### src/rtl/prog_entry_pkg.sv
package prog_entry_pkg;

  typedef enum logic [2:0] {
    ST_IDLE    = 3'd0,
    ST_CLOCK   = 3'd1,
    ST_PSETUP  = 3'd2,
    ST_SETTLE  = 3'd3,
    ST_READY   = 3'd4
  } seq_state_t;

  // nanoseconds to whole clock cycles, rounded up, never below one
  function automatic int ns_to_cyc(input longint ns, input longint hz);
    longint c;
    c = (ns * hz + 64'd999_999_999) / 64'd1_000_000_000;
    if (c < 1) c = 1;
    return int'(c);
  endfunction

endpackage

### src/rtl/pe_cyc_timer.sv
module pe_cyc_timer #(
  parameter int W = 8
) (
  input  logic         clk,
  input  logic         rst_n,
  input  logic         load_i,
  input  logic [W-1:0] val_i,
  output logic         zero_o
);
  logic [W-1:0] cnt;

  always_ff @(posedge clk) begin
    if (!rst_n)            cnt <= '0;
    else if (load_i)       cnt <= val_i;
    else if (cnt != '0)    cnt <= cnt - 1'b1;
  end

  assign zero_o = (cnt == '0);

  // a loaded count runs down one step per cycle
  count_step_chk: assert property (@(posedge clk) disable iff (!rst_n)
    (!load_i && cnt != '0) |=> (cnt == $past(cnt) - 1'b1));
endmodule

### src/rtl/pe_clk_pulser.sv
module pe_clk_pulser #(
  parameter int HALF_CYC = 2,
  parameter int PULSES   = 6
) (
  input  logic clk,
  input  logic rst_n,
  input  logic en_i,
  output logic clk_o,
  output logic done_o
);
  localparam int EDGES = 2 * PULSES;
  localparam int HW    = (HALF_CYC > 1) ? $clog2(HALF_CYC) : 1;
  localparam int EW    = $clog2(EDGES + 1);

  logic [HW-1:0] half_cnt;
  logic [EW-1:0] edge_cnt;
  logic          run;

  assign done_o = (edge_cnt == EW'(EDGES));
  assign run    = en_i && !done_o;

  always_ff @(posedge clk) begin
    if (!rst_n || !en_i) begin
      half_cnt <= '0;
      edge_cnt <= '0;
      clk_o    <= 1'b0;
    end else if (run) begin
      if (half_cnt == HW'(HALF_CYC - 1)) begin
        half_cnt <= '0;
        clk_o    <= ~clk_o;
        edge_cnt <= edge_cnt + 1'b1;
      end else begin
        half_cnt <= half_cnt + 1'b1;
      end
    end
  end


  idle_low_chk: assert property (@(posedge clk) disable iff (!rst_n)
    !en_i |=> !clk_o);

  edge_cap_chk: assert property (@(posedge clk) disable iff (!rst_n)
    edge_cnt <= EW'(EDGES));

  done_low_chk: assert property (@(posedge clk) disable iff (!rst_n)
    done_o |-> !clk_o);
endmodule

### src/rtl/prog_entry_seq.sv
module prog_entry_seq
  import prog_entry_pkg::*;
#(
  parameter int          CLK_HZ    = 50_000_000,
  parameter int          SETUP_NS  = 100,
  parameter int          SETTLE_NS = 50_000,
  parameter int          HALF_CYC  = 2,
  parameter int          PULSES    = 6,
  parameter int          PEN_W     = 4,
  parameter logic [PEN_W-1:0] PEN_IDLE = '1
) (
  input  logic             clk,
  input  logic             rst_n,
  input  logic             start_i,
  input  logic             abort_i,
  output logic             tgt_rst_low_o,
  output logic             tgt_clk_o,
  output logic [PEN_W-1:0] pen_o,
  output logic             hv_en_o,
  output logic             busy_o,
  output logic             ready_o
);
  localparam int SETUP_CYC  = ns_to_cyc(longint'(SETUP_NS),  longint'(CLK_HZ));
  localparam int SETTLE_CYC = ns_to_cyc(longint'(SETTLE_NS), longint'(CLK_HZ));
  localparam int TMAX       = (SETUP_CYC > SETTLE_CYC) ? SETUP_CYC : SETTLE_CYC;
  localparam int TW         = $clog2(TMAX + 1);

  seq_state_t st, nx;
  logic       t_zero, t_load, burst_done, pulser_en;
  logic [TW-1:0] t_val;

  always_comb begin
    nx = st;
    unique case (st)
      ST_IDLE:   if (start_i)    nx = ST_CLOCK;
      ST_CLOCK:  if (burst_done) nx = ST_PSETUP;
      ST_PSETUP: if (t_zero)     nx = ST_SETTLE;
      ST_SETTLE: if (t_zero)     nx = ST_READY;
      ST_READY:  if (start_i)    nx = ST_CLOCK;
      default:                   nx = ST_IDLE;
    endcase
    if (abort_i) nx = ST_IDLE;
  end

  always_ff @(posedge clk) begin
    if (!rst_n) st <= ST_IDLE;
    else        st <= nx;
  end

  assign t_load = (st != nx) && (nx == ST_PSETUP || nx == ST_SETTLE);
  assign t_val  = (nx == ST_PSETUP) ? TW'(SETUP_CYC - 1) : TW'(SETTLE_CYC - 1);

  pe_cyc_timer #(.W(TW)) u_timer (
    .clk    (clk),
    .rst_n  (rst_n),
    .load_i (t_load),
    .val_i  (t_val),
    .zero_o (t_zero)
  );

  assign pulser_en = (st == ST_CLOCK) && !abort_i;

  pe_clk_pulser #(.HALF_CYC(HALF_CYC), .PULSES(PULSES)) u_pulser (
    .clk    (clk),
    .rst_n  (rst_n),
    .en_i   (pulser_en),
    .clk_o  (tgt_clk_o),
    .done_o (burst_done)
  );

  assign hv_en_o       = (st == ST_SETTLE) || (st == ST_READY);
  assign tgt_rst_low_o = !hv_en_o;
  assign pen_o         = (st == ST_IDLE || st == ST_CLOCK) ? PEN_IDLE : '0;
  assign busy_o        = (st == ST_CLOCK) || (st == ST_PSETUP) || (st == ST_SETTLE);
  assign ready_o       = (st == ST_READY);


  hv_pen_zero_chk: assert property (@(posedge clk) disable iff (!rst_n)
    hv_en_o |-> (pen_o == '0));

  pen_guard_chk: assert property (@(posedge clk) disable iff (!rst_n)
    (hv_en_o && $past(hv_en_o)) |-> $stable(pen_o));

  abort_idle_chk: assert property (@(posedge clk) disable iff (!rst_n)
    abort_i |=> (!hv_en_o && !busy_o && !ready_o && !tgt_clk_o));

  ready_hold_chk: assert property (@(posedge clk) disable iff (!rst_n)
    (ready_o && !start_i && !abort_i) |=> ready_o);

  ready_after_hv_chk: assert property (@(posedge clk) disable iff (!rst_n)
    $rose(ready_o) |-> ($past(hv_en_o) && !busy_o));

  busy_keep_chk: assert property (@(posedge clk) disable iff (!rst_n)
    (busy_o && !abort_i) |=> (busy_o || ready_o));
endmodule

### config.mk
export PLATFORM = sky130hd
export DESIGN_NAME = prog_entry_seq
export DESIGN_NICKNAME = d
export VERILOG_FILES = /design/src/rtl/prog_entry_pkg.sv /design/src/rtl/pe_cyc_timer.sv /design/src/rtl/pe_clk_pulser.sv /design/src/rtl/prog_entry_seq.sv
export SDC_FILE = /design/constraint.sdc
export NUM_CORES = 1
export LEC_CHECK = 0
export BUFFER_PORTS_ARGS = -buffer_cell sky130_fd_sc_hd__clkbuf_2
export CAP_MARGIN = 15
export CORE_MARGIN = 3
export CORE_UTILIZATION = 60
export CTS_BUF_LIST = sky130_fd_sc_hd__clkbuf_16
export DETAILED_ROUTE_END_ITERATION = 8
export PLACE_DENSITY = 0.92
export SYNTH_ARGS = -nofsm -noshare
export SYNTH_HDL_FRONTEND = slang
export SYNTH_SLANG_ARGS = --single-unit
### constraint.sdc
create_clock -name clk -period 2.8 [get_ports clk]
set_clock_uncertainty 0.2 [all_clocks]
set_input_delay 0.42 -clock clk [delete_from_list [all_inputs] [get_ports clk]]
set_output_delay 0.42 -clock clk [all_outputs]
set_load 0.01 [all_outputs]
; Yosys cells after proc, flatten, opt, wreduce, memory -nomap -nowiden
; Index checks and enable logic that the tools add are counted.
[totals]
reg_bits = 21
latchBits = 0
ramBits = 0
romBits = 0
inputBits = 4
mem_count = 0
[op_classes]
n_addsub = 3
mul = 0
div_mod_pow = 0
order_cmp = 0
n_eq_ne = 8
shift = 0
muxes = 11
bitwise_logic = 1
n_reduce_logical = 20
[op_table]
columns = op, count
row1 = 12-bit 2-to-1 mux, 3
row2 = 3-bit 2-to-1 mux, 5
row3 = 3-bit by 2-bit equality test with 1-bit output (second input constant), 4
row4 = 12-bit logical NOT, 1
row5 = 3-bit case mux with 4 select lines, 1
row6 = 12-bit nonzero test, 1
row7 = 12-bit by 1-bit subtractor with 12-bit output (second input constant), 1
row8 = 1-bit logical OR, 6
row9 = 1-bit logical NOT, 5
row10 = 4-bit by 1-bit adder with 4-bit output (second input constant), 1
row11 = 4-bit equality test (second input constant), 1
row12 = 4-bit 2-to-1 mux, 1
row13 = 3-bit by 1-bit equality test with 1-bit output (second input constant), 1
row14 = 3-bit equality test (second input constant), 1
row15 = 1-bit logical AND, 3
row16 = 3-bit logical NOT, 1
row17 = 3-bit != test, 1
row18 = 2-bit AND reduction, 1
row19 = 2-bit nonzero test, 1
row20 = 2-bit OR reduction, 1
row21 = 1-bit adder (second input constant), 1
row22 = 1-bit 2-to-1 mux, 1
row23 = 1-bit NOT, 1

; Longest topological paths before layout
; Gate-level depths: netlist of run 1.
[logic_depth]
word_depth = 8
ltp_mapped = 8
mapped_depth_nobuf = 7

; Hierarchy
; A second synthesis of run 1 with hierarchy kept.
[unflattened]
cells_unflattened = 160
area_unflattened_um2 = 1251.2
[by_module_without_submodules]
columns = mod, n_inst, cells_per_inst, area_per_inst_um2, seq_area_each_um2
row1 = pe_cyc_timer, 1, 90, 703.2, 240.2
row2 = prog_entry_seq, 1, 36, 279.0, 60.1
row3 = pe_clk_pulser, 1, 34, 269.0, 120.1

; Least setup slack after synthesis of run 1
; OpenSTA, ideal clock, no wires.
[synth_timing]
path_kind = register -> register
startpoint = register u_pulser.edge_cnt[0]
endpoint = register u_timer.cnt[0]
t_arrival_ns = 1.560
required_ns = 2.483
slack_ns = 0.923
stages_incl_launch_ff = 8
path_buffers = 0
synth_period_minus_slack_ns = 1.877
cell_sequence = dfxtp_1 -> inv_1 -> ha_1 -> nand3_1 -> or2_2 -> o311a_2 -> mux2i_1 -> nand2_1
[synth_between]
elab_chain_len = 8
word_cells_on_any_way = 12
cone_classes = eq/ne (4) / mux (5) / reduce/logical (3)
[synth_rtl]
columns = item, line
row1 = "start, declared", pe_clk_pulser.sv:16  ; logic [EW-1:0] edge_cnt;
row2 = "start signal, assigned", pe_clk_pulser.sv:31  ; edge_cnt <= edge_cnt + 1'b1;
row3 = 4-bit equality test *, pe_clk_pulser.sv:19  ; assign done_o = (edge_cnt == EW'(EDGES));
row4 = 3-bit 2-to-1 mux *, prog_entry_seq.sv:36  ; ST_CLOCK: if (burst_done) nx = ST_PSETUP;
row5 = 3-bit case mux with 4 select lines *, prog_entry_seq.sv:34  ; unique case (st)
row6 = 3-bit 2-to-1 mux *, prog_entry_seq.sv:42  ; if (abort_i) nx = ST_IDLE;
row7 = "3-bit by 2-bit equality test with 1-bit output, on equally long branches", "prog_entry_seq.sv:50, prog_entry_seq.sv:51"
row8 = 1-bit logical OR, prog_entry_seq.sv:50  ; assign t_load = (st != nx) && (nx == ST_PSETUP || nx == ST_SETTLE);
row9 = 1-bit logical AND, prog_entry_seq.sv:50
row10 = 12-bit 2-to-1 mux or 2-bit nonzero test (tied branches), --
row11 = "end signal, assigned", pe_cyc_timer.sv:14  ; else if (load_i) cnt <= val_i;
row12 = "end signal, assigned", pe_cyc_timer.sv:15  ; else if (cnt != '0) cnt <= cnt - 1'b1;
row13 = "end, declared", pe_cyc_timer.sv:10  ; logic [W-1:0] cnt;
; Every way passes the cells marked *; elsewhere a longest branch is shown, timed or not.
; A chain may end at the register's enable or synchronous reset.

; Final worst setup path of run 1
[layout_timing]
startpoint = register st[2]
endpoint = output tgt_rst_low_o
[layout_between]
elab_chain_len = 3
word_cells_on_any_way = 4
cone_classes = eq/ne (2) / reduce/logical (2)
[layout_rtl]
columns = item, line
row1 = "start, declared", prog_entry_seq.sv:28  ; seq_state_t st, nx;
row2 = "start signal, assigned", prog_entry_seq.sv:47  ; else st <= nx;
row3 = 3-bit by 2-bit equality test with 1-bit output or 3-bit equality test (tied branches), prog_entry_seq.sv:71  ; assign hv_en_o = (st == ST_SETTLE) || (st == ST_READY);
row4 = 1-bit logical OR *, prog_entry_seq.sv:71
row5 = 1-bit logical NOT *, prog_entry_seq.sv:72  ; assign tgt_rst_low_o = !hv_en_o;
row6 = "end, declared", prog_entry_seq.sv:16  ; output logic tgt_rst_low_o,
; Marked as above.

==> results of run 1 <==
[stage by stage]
| stage | setup slack (ps) | cells |
|---|---|---|
| after floorplan | 923 | 133 |
| after global placement | 797 | 165 |
| after detailed placement | 742 | 165 |
| after CTS | 588 | 169 |
| after global routing | 494 | 169 |
| final | 591 | 169 |
[layer usage]
| layer | GRT usage (%) | vias up |
|---|---|---|
| li1 | - | 475 |
| met3 | 4.66 | 4 |
| met1 | 25.6 | 462 |
| met5 | 0 | - |
| met2 | 38.0 | 30 |
| met4 | 8.07 | 0 |
[tightest hold or removal path: cells and delay by family]
family	cells	cell delay [ps]
compound gates	1	70
buf+inv	1	90
simple gates	1	100
[cells by family (layout without fill, tap and decap cells)]
kind of cell	Yosys count	after routing
AND/OR/NAND/NOR	68	68
flip-flops	21	21
XOR/XNOR	15	15
AO/OA/AOI/OAI	12	12
buffers and inverters	11	22
adder cells (fa/ha/maj)	4	4
multiplexers	2	2
[final cells by class]
class	count	area, µm²
Multi-Input combinational cell	101	741
Fill cell	140	467
Sequential cell	21	420
Clock buffer	3	75.1
Timing Repair Buffer	12	60.1
Tap cell	25	31.3
Inverter	6	22.5
Clock inverter	1	3.75
[registers in the layout, summed over array words and instances, names as in the netlist]
signal	count
u_pulser.half_cnt	1
st	3
u_pulser.edge_cnt	4
u_pulser.clk_o	1
u_timer.cnt	12
[power by group through the flow]
stage	sequential, µW	clock (µW)	combinational [µW]
2_1_floorplan	469	0	497
3_3_place_gp	482	0	567
3_5_place_dp	490	0	592
4_1_cts	485	298	600
5_1_grt	501	307	663
6_report	487	293	600
[cell usage in the layout, fill, tap and decap left out, drive strengths merged, types with 4 or more instances in the layout]
cell type and count:
xnor2 7, dfxtp 21, nor2 19, ha 4, inv 7, nor4 4
clkbuf 15, nand2b 5, nand2 19, xor2 8
[cell usage after synthesis, types with 3 or more instances]
cell	instances	area share (%)
dfxtp_1	21	34
nand2_1	19	5.9
nor2_1	19	5.9
xor2_1	8	5.7
xnor2_1	7	5.0
inv_1	6	1.8
nand2b_1	5	2.6
buf_4	4	2.5
ha_1	4	4.1
or2_2	3	1.5
[final timing paths]
path	slack (ps)	depth (start not counted)	start	to
setup / recovery	590	4	st[2]$_SDFF_PN0_	tgt_rst_low_o
hold / removal	280	3	start_i	st[2]$_SDFF_PN0_
setup reg to reg	670	7	u_pulser.edge_cnt[0]$_SDFFE_PP0P_	u_timer.cnt[0]$_SDFFE_PN0P_
hold reg to reg	320	2	u_pulser.clk_o$_SDFFE_PP0P_	u_pulser.clk_o$_SDFFE_PP0P_
==> summary.md, run 1 <==
| Metric | Value |
|---|---|
| CP Buf/Inv Count | 2 |
| Xor and xnor area share after synthesis | around 11% |
| Async SR Flop Fraction | 0% |
| Initial DRC count | 35 |
| Sequential share of power | 35.3% |
| CTS max path bufs | 2 |
| Via count | 971 |
| P per Cell Area | a little over 1000 mW/mm² |
| Layout cell share with drive strength beyond 1 | around a fifth |
| CP cell instances | and3b_1 -> or2_2 -> inv_1 -> clkbuf_2 |
| TritonCTS clock tree | yes |
| P_sw | about 530 µW |
| Initial antenna violation count | 0 |
| Final slew viol count | 0 |
| Synth Register Bits | 21 |
| Die Span Y | approximately 50 µm |
| Mapped cell area | about 0.0012 mm² |
| LEAKAGE | a little under 0.0006 µW |
| Clock-pin slew of the registers on the worst-case setup and hold paths | approximately 60 ps |
| HP Class | primary input to register |
| Highest metal used | met4 |
| Die width | ~51 µm |
| Worst Path Arrival | roughly 1600 ps |
| Via density | approximately 5.7 |
| # H-tree levels | 1 |
| Syn-to-layout area delta | 11.1% |
| Startpoint types | register |
| DP Area | between 0.001 and 0.0015 mm² |
| Simple-Gate Fraction of Synth Area | about a third |
| Largest net degree at the start of global routing | 12 |
| Peak supply drop | 0.742 mV |
| CTS Root Cell | clkbuf_16 |
| Fin nets | roughly 150 |
| Max Fclk | approximately 450 MHz |
| Starting Density | about 67% |
| Sequential share of the synthesized area | 34.5% |
| PostCTS Resize Cnt | 0 |
| Post-synth cell types | 37 |
| Residual DRC count | 0 |
| Pwr Total | 1380 µW |
| Clock Latency Late Sink | between 200 and 300 ps |
| TNS Setup | 0 ps |
| Vias in the first global route | slightly above 900 |
| Final setup fails | 0 |
| Worst-Margin Slew | between 500 and 600 ps |
| Mapped Avg Cell Area | just over 9 µm² |
| Postcts setup bufs | 0 |
| Antenna Cells | 0 |
| Kind of critical path | register to output pin |
| Post-synth EDFFs | 0 |
| Routability cong. | around 0.84 |
| Post-Synth Adder-Cell Area | between 4 and 5% |
| Ys Warns | 0 |
| Final min period | 2210 ps |
| Pint | 854 µW |
| First-pass GRT wire length | approximately 4.2 mm |
| Worst-path fanout max | 10 |
| Grt ovf | 0 |
| Die area | between 0.002 and 0.003 mm² |
| All-Layer GR Usage | 21.7% |
| Boundary pin count | 13 |
| Port Buffers | 12 |
| Post-synthesis compound-gate area fraction | 9.03% |
| Num CTS Buffers | 3 |
| CP Data Required Time | about 2200 ps |
| Final Core Density | about three quarters |
| Combinational family with the most area after synthesis | simple AND/OR/NAND/NOR gates |
| Main synth FF type | dfxtp_1 |
| Pre-antenna DRT Iters | 4 |
| Core Area | 0.00182 mm² |
| Sw Share | 38.1% |
| Clock power frac | around a fifth |
| WL met3 | 130 µm |
| # rows | 15 |
| Syn Nets | between 100 and 150 |
| Final count of hold timing violations | 0 |
| Hold WS | roughly 280 ps |
| WL final | roughly 2.4 mm |
| Mux contribution to synthesized area | under 10% |
| Post-CTS Hold Buffers | 0 |
| Unrepaired setup endpoints after global routing | no |
| Post-DP HPWL | between 1.5 and 2 mm |
| Worst Setup End Kind | output pin |
| Final instance area | 0.00135 mm² |
| Slowest CP cell | dfxtp_1 |
| Cell family with most CP delay | flip-flops |
| Num Clock Sinks | 21 |
| Final worst-path cycle share | about four fifths |
| Routed wl met2 | between 1 and 1.5 mm |
| Cells after synthesis | around 130 |
| Max_cap viols | 0 |
| Logic gate share of total power | between 40% and 50% |
| Routed Antenna Nets | 0 |
| Status | complete, no violations |
| Delay of the slowest cell on the worst path | approximately 600 ps |
| M1 WL | 1.00 mm |
| Wirelength per Cell | 14.5 µm |
| Slew headroom | between 60% and 70% |
No activity file was read; power rests on OpenSTA's default activity.
==> run 2: changes to the inputs <==
Settings changed: CORE_UTILIZATION 60 to 51, PLACE_DENSITY 0.92 to 0.84.
Clock period 2.8 ns to 1.8 ns, I/O delays scaled along.
==> summary.md, run 2 (synthesized netlist as in run 1, its figures left out) <==
| Metric | Value |
|---|---|
| Status | finished with violations |
| Violated checks | negative setup slack |
| Num Clock Sinks | 21 (unchanged) |
| Met1 Use GR | 28.0% (+2.4 points) |
| CTS Root Cell | clkbuf_16 |
| Largest net degree at the start of global routing | 13 (+1) |
| Largest register FFs | 12 (unchanged) |
| Fin nets | 179 (+17%) |
| Most common cell after layout, fill and taps aside | buf_4 |
| Worst-Margin Slew | 419 ps (-112 ps) |
| Layout cell share with drive strength beyond 1 | 46.5% (+27 points) |
| Final min period | 1930 ps |
| Area of the multi-input gates | 836 µm² (+13%) |
| Startpoint types | register |
| Initial DRC count | 19 (-46%) |
| Vias in the first global route | 1086 (+19%) |
| # H-tree levels | 1 (unchanged) |
| Core Area | 0.00223 mm² (+23%) |
| First-pass GRT wire length | 5.06 mm (+20%) |
| GR Util met2 | 40.9% (+3.0 points) |
| Grt ovf | 0 (unchanged) |
| Final count of hold timing violations | 0 (unchanged) |
| Kind of critical path | register to register |
| Final setup fails | 15 (+15) |
| CP cell instances | inv_2 -> ha_4 -> nor4b_4 -> nand4b_4 -> buf_12 -> o31ai_4 -> nand4b_4 -> nand2_2 |
| HP Class | primary input to register |
| Final worst-path cycle share | 107% |
| Slew headroom | 72.0% (+7.5 points) |
| Worst Path Arrival | 1930 ps (+340 ps) |
| # rows | 17 (+2) |
| Residual DRC count | 0 (unchanged) |
| Die Span Y | 54.9 µm (+7.5%) |
| Clock Latency Late Sink | 260 ps (about the same) |
| CP Buf/Inv Count | 2 (unchanged) |
| CP dominant cell by count | nand4b_4 |
| Fin worst setup slack | -131 ps (-722 ps) |
| Max_cap viols | 0 (unchanged) |
| All-Layer GR Usage | 24.1% (+2.5 points) |
| Pre-antenna DRT Iters | 5 (+1) |
| LEAKAGE | 0.000746 µW (+27%) |
| Met3 Usage GRT | 5.45% (+0.78 points) |
| CP Data Required Time | 1800 ps (-380 ps) |
| Placed insts | 184 (+12%) |
| Commonest cells after routing, fill and taps aside | 23 x buf_4, 18 x nor2_1, 15 x nand2_1, 15 x dfxtp_1, 11 x clkbuf_2 |
| Wirelength per Cell | 15.7 µm (+8.5%) |
| P per Cell Area | 1620 mW/mm² (+59%) |
| Die width | 54.9 µm (+7.5%) |
| Syn-to-layout area delta | 38.0% |
| Slowest CP cell | dfxtp_2 |
| Finished Layout Cells | 198 (+17%) |
| Delay of the slowest cell on the worst path | 320 ps (-280 ps) |
| Initial antenna violation count | 0 (unchanged) |
| Fillers | 142 (+1.4%) |
| Cell family with most CP delay | simple AND/OR/NAND/NOR gates |
| Register Area | 433 µm² (+3.0%) |
| Starting Density | 54.6% (-12 points) |
| Most flops, register | u_timer.cnt |
| Final slew viol count | 0 (unchanged) |
| Boundary pin count | 13 (unchanged) |
| Clock-pin slew of the registers on the worst-case setup and hold paths | 60 ps (about the same) |
| Via count | 1102 (+13%) |
| Via density | 5.57 (-3.1%) |
| Port Buffers | 12 (unchanged) |
| Grt peak-use layer | met2 |
| WL final | 3.11 mm (+27%) |
| Routed Antenna Nets | 0 (unchanged) |
| Unrepaired setup endpoints after global routing | yes |
| Max Fclk | about 520 MHz |
| Num CTS Buffers | 3 (unchanged) |
| Routability cong. | 0.826 (-1.5%) |
| Worst Setup End Kind | register |
| Post-DP HPWL | 1.91 mm (+2.0%) |
| Peak supply drop | 0.984 mV (+33%) |
| CTS max path bufs | 2 (unchanged) |
| Dpl ws | -128 ps (-870 ps) |
| Worst-path fanout max | 6 (-4) |
| TritonCTS clock tree | yes |
| Die area | 0.00301 mm² (+15%) |
| Top flop regs | u_timer.cnt (12), u_pulser.edge_cnt (4), st (3) |
| Antenna Cells | 0 (unchanged) |
run 2: cell count changes in the layout (fill, tap and decap cells not counted), moves of 3 or more:
cell,change
buf_4,+23
dfxtp_1,-6
inv_1,-3
nand2_1,-4
nand2_2,+3
dfxtp_2,+4
run 2: worst paths after layout:
check | startpoint | to | slack (ps) | cells after the start
hold reg to reg | st[1]$_SDFF_PN0_ | st[1]$_SDFF_PN0_ | 320 | 2
setup reg to reg | u_timer.cnt[0]$_SDFFE_PN0P_ | u_timer.cnt[11]$_SDFFE_PN0P_ | -130 | 8
setup / recovery | u_timer.cnt[0]$_SDFFE_PN0P_ | u_timer.cnt[11]$_SDFFE_PN0P_ | -130 | 8
hold / removal | start_i | st[2]$_SDFF_PN0_ | 90 | 3
run 2: through the flow:
stage | hold slack (ps) | instance area (µm²) | power [µW] | util, % | setup TNS (ps)
after floorplan | 214 | 1230 | 1520 | - | -48.1
after global placement | 294 | 1420 | 1790 | 63.4 | -236
after detailed placement | 302 | 1420 | 1830 | 63.4 | -1050
after CTS | 86.1 | 1590 | 2520 | 71.2 | -1130
after global routing | 102 | 1680 | 2890 | 75.3 | -2580
final | 85.6 | 1680 | 2730 | 75.3 | -1320
run 2: worst register-to-register path, stage by stage (launching register included):
cell	delay, ps
dfxtp_2	320
inv_2	70
ha_4	130
nor4b_4	260
nand4b_4	170
buf_12	160
o31ai_4	250
nand4b_4	200
nand2_2	110
run 2: layout make-up:
type | count | area share (%)
Clock buffer | 3 | 4.46
Clock inverter | 1 | 0.298
Inverter | 6 | 1.34
Multi-Input combinational cell | 101 | 49.7
Sequential cell | 21 | 25.7
Tap cell | 28 | 2.08
Timing Repair Buffer | 38 | 16.4
run 2: where the power goes:
group | total, µW | switching [µW] | internal, µW
clock network | 480 | 181 | 299
logic | 1510 | 701 | 811
registers | 733 | 144 | 589
run 2: metal layers:
layer,up-vias,part of all wire [%]
met4,0,1.8
met1,536,42
met2,33,52
li1,525,-
met3,8,4.0
met5,-,0
run 2: repair_timing:
action	in CTS	in global routing
hold buffers	0	0
pin swaps	14	11
gates resized for setup	13	19
setup endpoints to repair	14	19
setup buffers	7	4
==> run 3: changes to the inputs <==
Settings changed: SYNTH_HIERARCHICAL from default to 1.
==> summary.md, run 3 <==
| Metric | Value |
|---|---|
| CP Buf/Inv Count | 3 (+1) |
| CTS Root Cell | clkbuf_16 |
| LEAKAGE | 0.000803 µW (+7.6%) |
| Syn-to-layout area delta | 52.5% |
| TNS Setup | -6340 ps (-5010 ps) |
| Final slew viol count | 0 (unchanged) |
| CP cell instances | inv_2 -> ha_4 -> nor3b_4 -> nand3_2 -> inv_2 -> and3_4 -> nor4_4 -> a21boi_4 -> inv_6 -> o21ai_1 -> a31oi_1 |
| Simple-Gate Fraction of Synth Area | 28.0% (-7.2 points) |
| Boundary pin count | 13 (unchanged) |
| Final min period | 2290 ps (+363 ps) |
| HP Class | primary input to register |
| Post-DP HPWL | 2.55 mm (+34%) |
| Fillers | 111 (-22%) |
| Wirelength per Cell | 18.7 µm (+19%) |
| Fin nets | 224 (+25%) |
| Fin worst setup slack | -495 ps (-363 ps) |
| Routability cong. | 0.829 (+0.39%) |
| Worst Path Arrival | 2230 ps (+300 ps) |
| Mux contribution to synthesized area | 0.800% (-0.84 points) |
| Layout cell share with drive strength beyond 1 | 44.2% (-2.3 points) |
| Largest register FFs | 12 (unchanged) |
| # H-tree levels | 1 (unchanged) |
| Unrepaired setup endpoints after global routing | yes |
| Most frequent cell after synthesis | dfxtp_1 |
| Slew headroom | 67.6% (-4.4 points) |
| Startpoint types | register |
| Most flops, register | u_timer/cnt |
| Combinational family with the most area after synthesis | simple AND/OR/NAND/NOR gates |
| Post-synth top cells | 21 x dfxtp_1, 18 x o21ai_0, 15 x a21oi_1, 13 x inv_1, 10 x nor2_1 |
| Ys Warns | 6 (+6) |
| CP startpoint | u_timer/cnt[1]$_SDFFE_PN0P_ |
| Die width | 55.5 µm (+1.2%) |
| Die area | 0.00308 mm² (+2.4%) |
| CTS max path bufs | 2 (unchanged) |
| TritonCTS clock tree | yes |
| DP Area | 0.00166 mm² (+18%) |
| Largest net degree at the start of global routing | 21 (+8) |
| Worst-Margin Slew | 474 ps (+55.0 ps) |
| Mapped cell area | 0.00125 mm² (+2.7%) |
| Via density | 6.33 (+14%) |
| P_sw | 1270 µW (+24%) |
| Post-synth cell types | 43 (+16%) |
| Die Span Y | 55.5 µm (+1.2%) |
| Routed Antenna Nets | 0 (unchanged) |
| Cell family with most CP delay | simple AND/OR/NAND/NOR gates |
| Num Clock Sinks | 21 (unchanged) |
| HP Start | abort_i |
| Xor and xnor area share after synthesis | 0.700% (-10 points) |
| Grt ovf | 0 (unchanged) |
| Vias in the first global route | 1471 (+35%) |
| Final worst-path cycle share | 127% (+20 points) |
| Status | finished with violations |
| Post-Synth Adder-Cell Area | 4.00% (-0.11 points) |
| Worst Setup End Kind | register |
| Async SR Flop Fraction | 0% (unchanged) |
| Cell taking the most area after synthesis | dfxtp_1 |
| Mapped Avg Cell Area | 7.82 µm² (-15%) |
| Synth area leaders | dfxtp_1 34%, o21ai_0 7.2%, a21oi_1 6.0% |
| Commonest cells after routing, fill and taps aside | 39 x buf_4, 16 x dfxtp_1, 14 x a21oi_1 |
| Main synth FF type | dfxtp_1 |
| Pre-antenna DRT Iters | 5 (unchanged) |
| Residual DRC count | 0 (unchanged) |
| P per Cell Area | 1650 mW/mm² (+2.0%) |
| Violated checks | negative setup slack |
| Sequential share of the synthesized area | 33.6% (-0.90 points) |
| Top flop regs | u_timer/cnt (12), u_pulser/edge_cnt (4), st (3) |
| Clock-pin slew of the registers on the worst-case setup and hold paths | 60 ps (about the same) |
| Sequential share of power | 21.5% (-5.4 points) |
| Kind of critical path | register to register |
| Core Area | 0.00228 mm² (+1.9%) |
| All-Layer GR Usage | 27.2% (+3.0 points) |
| Delay of the slowest cell on the worst path | 340 ps (+20 ps) |
| Max_cap viols | 0 (unchanged) |
| # rows | 17 (unchanged) |
| Post-synthesis compound-gate area fraction | 23.6% (+15 points) |
| Post-CTS Hold Buffers | 0 (unchanged) |
| Starting Density | 55.0% (+0.41 points) |
| WL final | 4.54 mm (+46%) |
| Pint | 1890 µW (+11%) |
| Max Fclk | 436 MHz (-16%) |
| Clock power frac | 15.2% (-2.4 points) |
| Final setup fails | 18 (+3) |
| Clock Latency Late Sink | 260 ps (about the same) |
| Slowest CP cell | dfxtp_2 |
| Num CTS Buffers | 3 (unchanged) |
| Most common cell after layout, fill and taps aside | buf_4 |
| Cells after synthesis | 160 (+20%) |
| Reg2reg start | u_timer/cnt[1]$_SDFFE_PN0P_ |
| Worst-path fanout max | 20 (+14) |
| Antenna Cells | 0 (unchanged) |
| Peak supply drop | 1.81 mV (+83%) |
| Sw Share | 40.2% (+2.5 points) |
| Post-synth EDFFs | 0 (unchanged) |
| CP dominant cell by count | inv_2 |
| Initial DRC count | 163 (+144) |
| Final instance area | 0.00191 mm² (+13%) |
| Port Buffers | 12 (unchanged) |
| Via count | 1538 (+40%) |
| Logic gate share of total power | 63.3% (+7.8 points) |
| Final count of hold timing violations | 0 (unchanged) |
| Top cell type's share of synthesized area | 33.6% (-0.90 points) |
| Initial antenna violation count | 0 (unchanged) |
| CP Data Required Time | 1740 ps (-60 ps) |
| Synth Register Bits | 21 (unchanged) |
| First-pass GRT wire length | 6.69 mm (+32%) |
[run 3: changes by cell type after synthesis, moves of 5 or more]
cell / delta
a21oi_1: +13
inv_1: +7
nand2_1: -11
nand2b_1: -5
nand3_1: +5
nor2_1: -9
o21ai_0: +16
or3_1: +5
xnor2_1: -7
xor2_1: -7
[run 3: timing repair]
item / 4_1_cts / 5_1_grt
pin swaps: 8 / 7
gates resized for setup: 14 / 9
buffers inserted: 6 / 2
endpoints found under the setup margin: 18 / 18
[run 3: worst reg2reg max path: stages (launching register included)]
cell and delay [ps]:
dfxtp_2 340, inv_2 50, ha_4 150, nor3b_4 150, nand3_2 100, inv_2 60, and3_4 150, nor4_4 300
a21boi_4 300, inv_6 110, o21ai_1 190, a31oi_1 70
[run 3: layout make-up]
class / count / area, µm² / share of cell area (%)
Timing Repair Buffer: 56 / 427 / 22.4
Clock buffer: 3 / 75.1 / 3.93
Clock inverter: 1 / 5.00 / 0.262
Tap cell: 28 / 35.0 / 1.84
Sequential cell: 21 / 432 / 22.6
Multi-Input combinational cell: 120 / 877 / 46.0
Inverter: 14 / 57.6 / 3.02
[run 3: per-stage QoR]
stage               cells  hold slack, ps  setup slack (ps)  utilization [%]  total power, µW
floorplan             164             140              -439                -             1580
global placement      231             266              -346             73.1             2180
detailed placement    231             282              -416             73.1             2260
CTS                   241            71.3              -389             80.9             2860
global route          243            82.4              -599             83.8             3320
finish                243            69.3              -495             83.8             3150
[run 3: cells by family (layout without fill, tap and decap cells)]
| group | count (synthesis) | in the layout |
|---|---|---|
| simple gates | 60 | 60 |
| compound gates | 49 | 49 |
| buf+inv | 23 | 74 |
| flops | 21 | 21 |
| fa+ha+maj | 4 | 4 |
| other cells | 1 | 5 |
| xor+xnor | 1 | 1 |
| mux | 1 | 1 |
[run 3: path summary, 6_finish.rpt]
| check | cells past startpoint | slack [ps] | to |
|---|---|---|---|
| hold reg to reg | 2 | 290 | u_pulser/clk_o$_SDFFE_PP0P_ |
| hold / removal | 2 | 70 | st[0]$_SDFF_PN0_ |
| setup / recovery | 11 | -490 | u_timer/cnt[11]$_SDFFE_PN0P_ |
| setup reg to reg | 11 | -490 | u_timer/cnt[11]$_SDFFE_PN0P_ |
[run 3: power groups by stage]
stage / sequential [µW] / combinational [µW] / clock, µW
after floorplan: 716 / 865 / 0
after global placement: 677 / 1500 / 0
after detailed placement: 686 / 1580 / 0
after CTS: 672 / 1700 / 482
after global routing: 686 / 2140 / 497
final: 678 / 2000 / 480
[run 3: metal layers]
layer  vias up  global-route usage (%)  wire length, µm
li1        694                       -                -
met1       708                    30.2             1680
met2       107                    47.6             2280
met3        29                    7.94              377
met4         0                    11.5              202
met5         -                       0                0
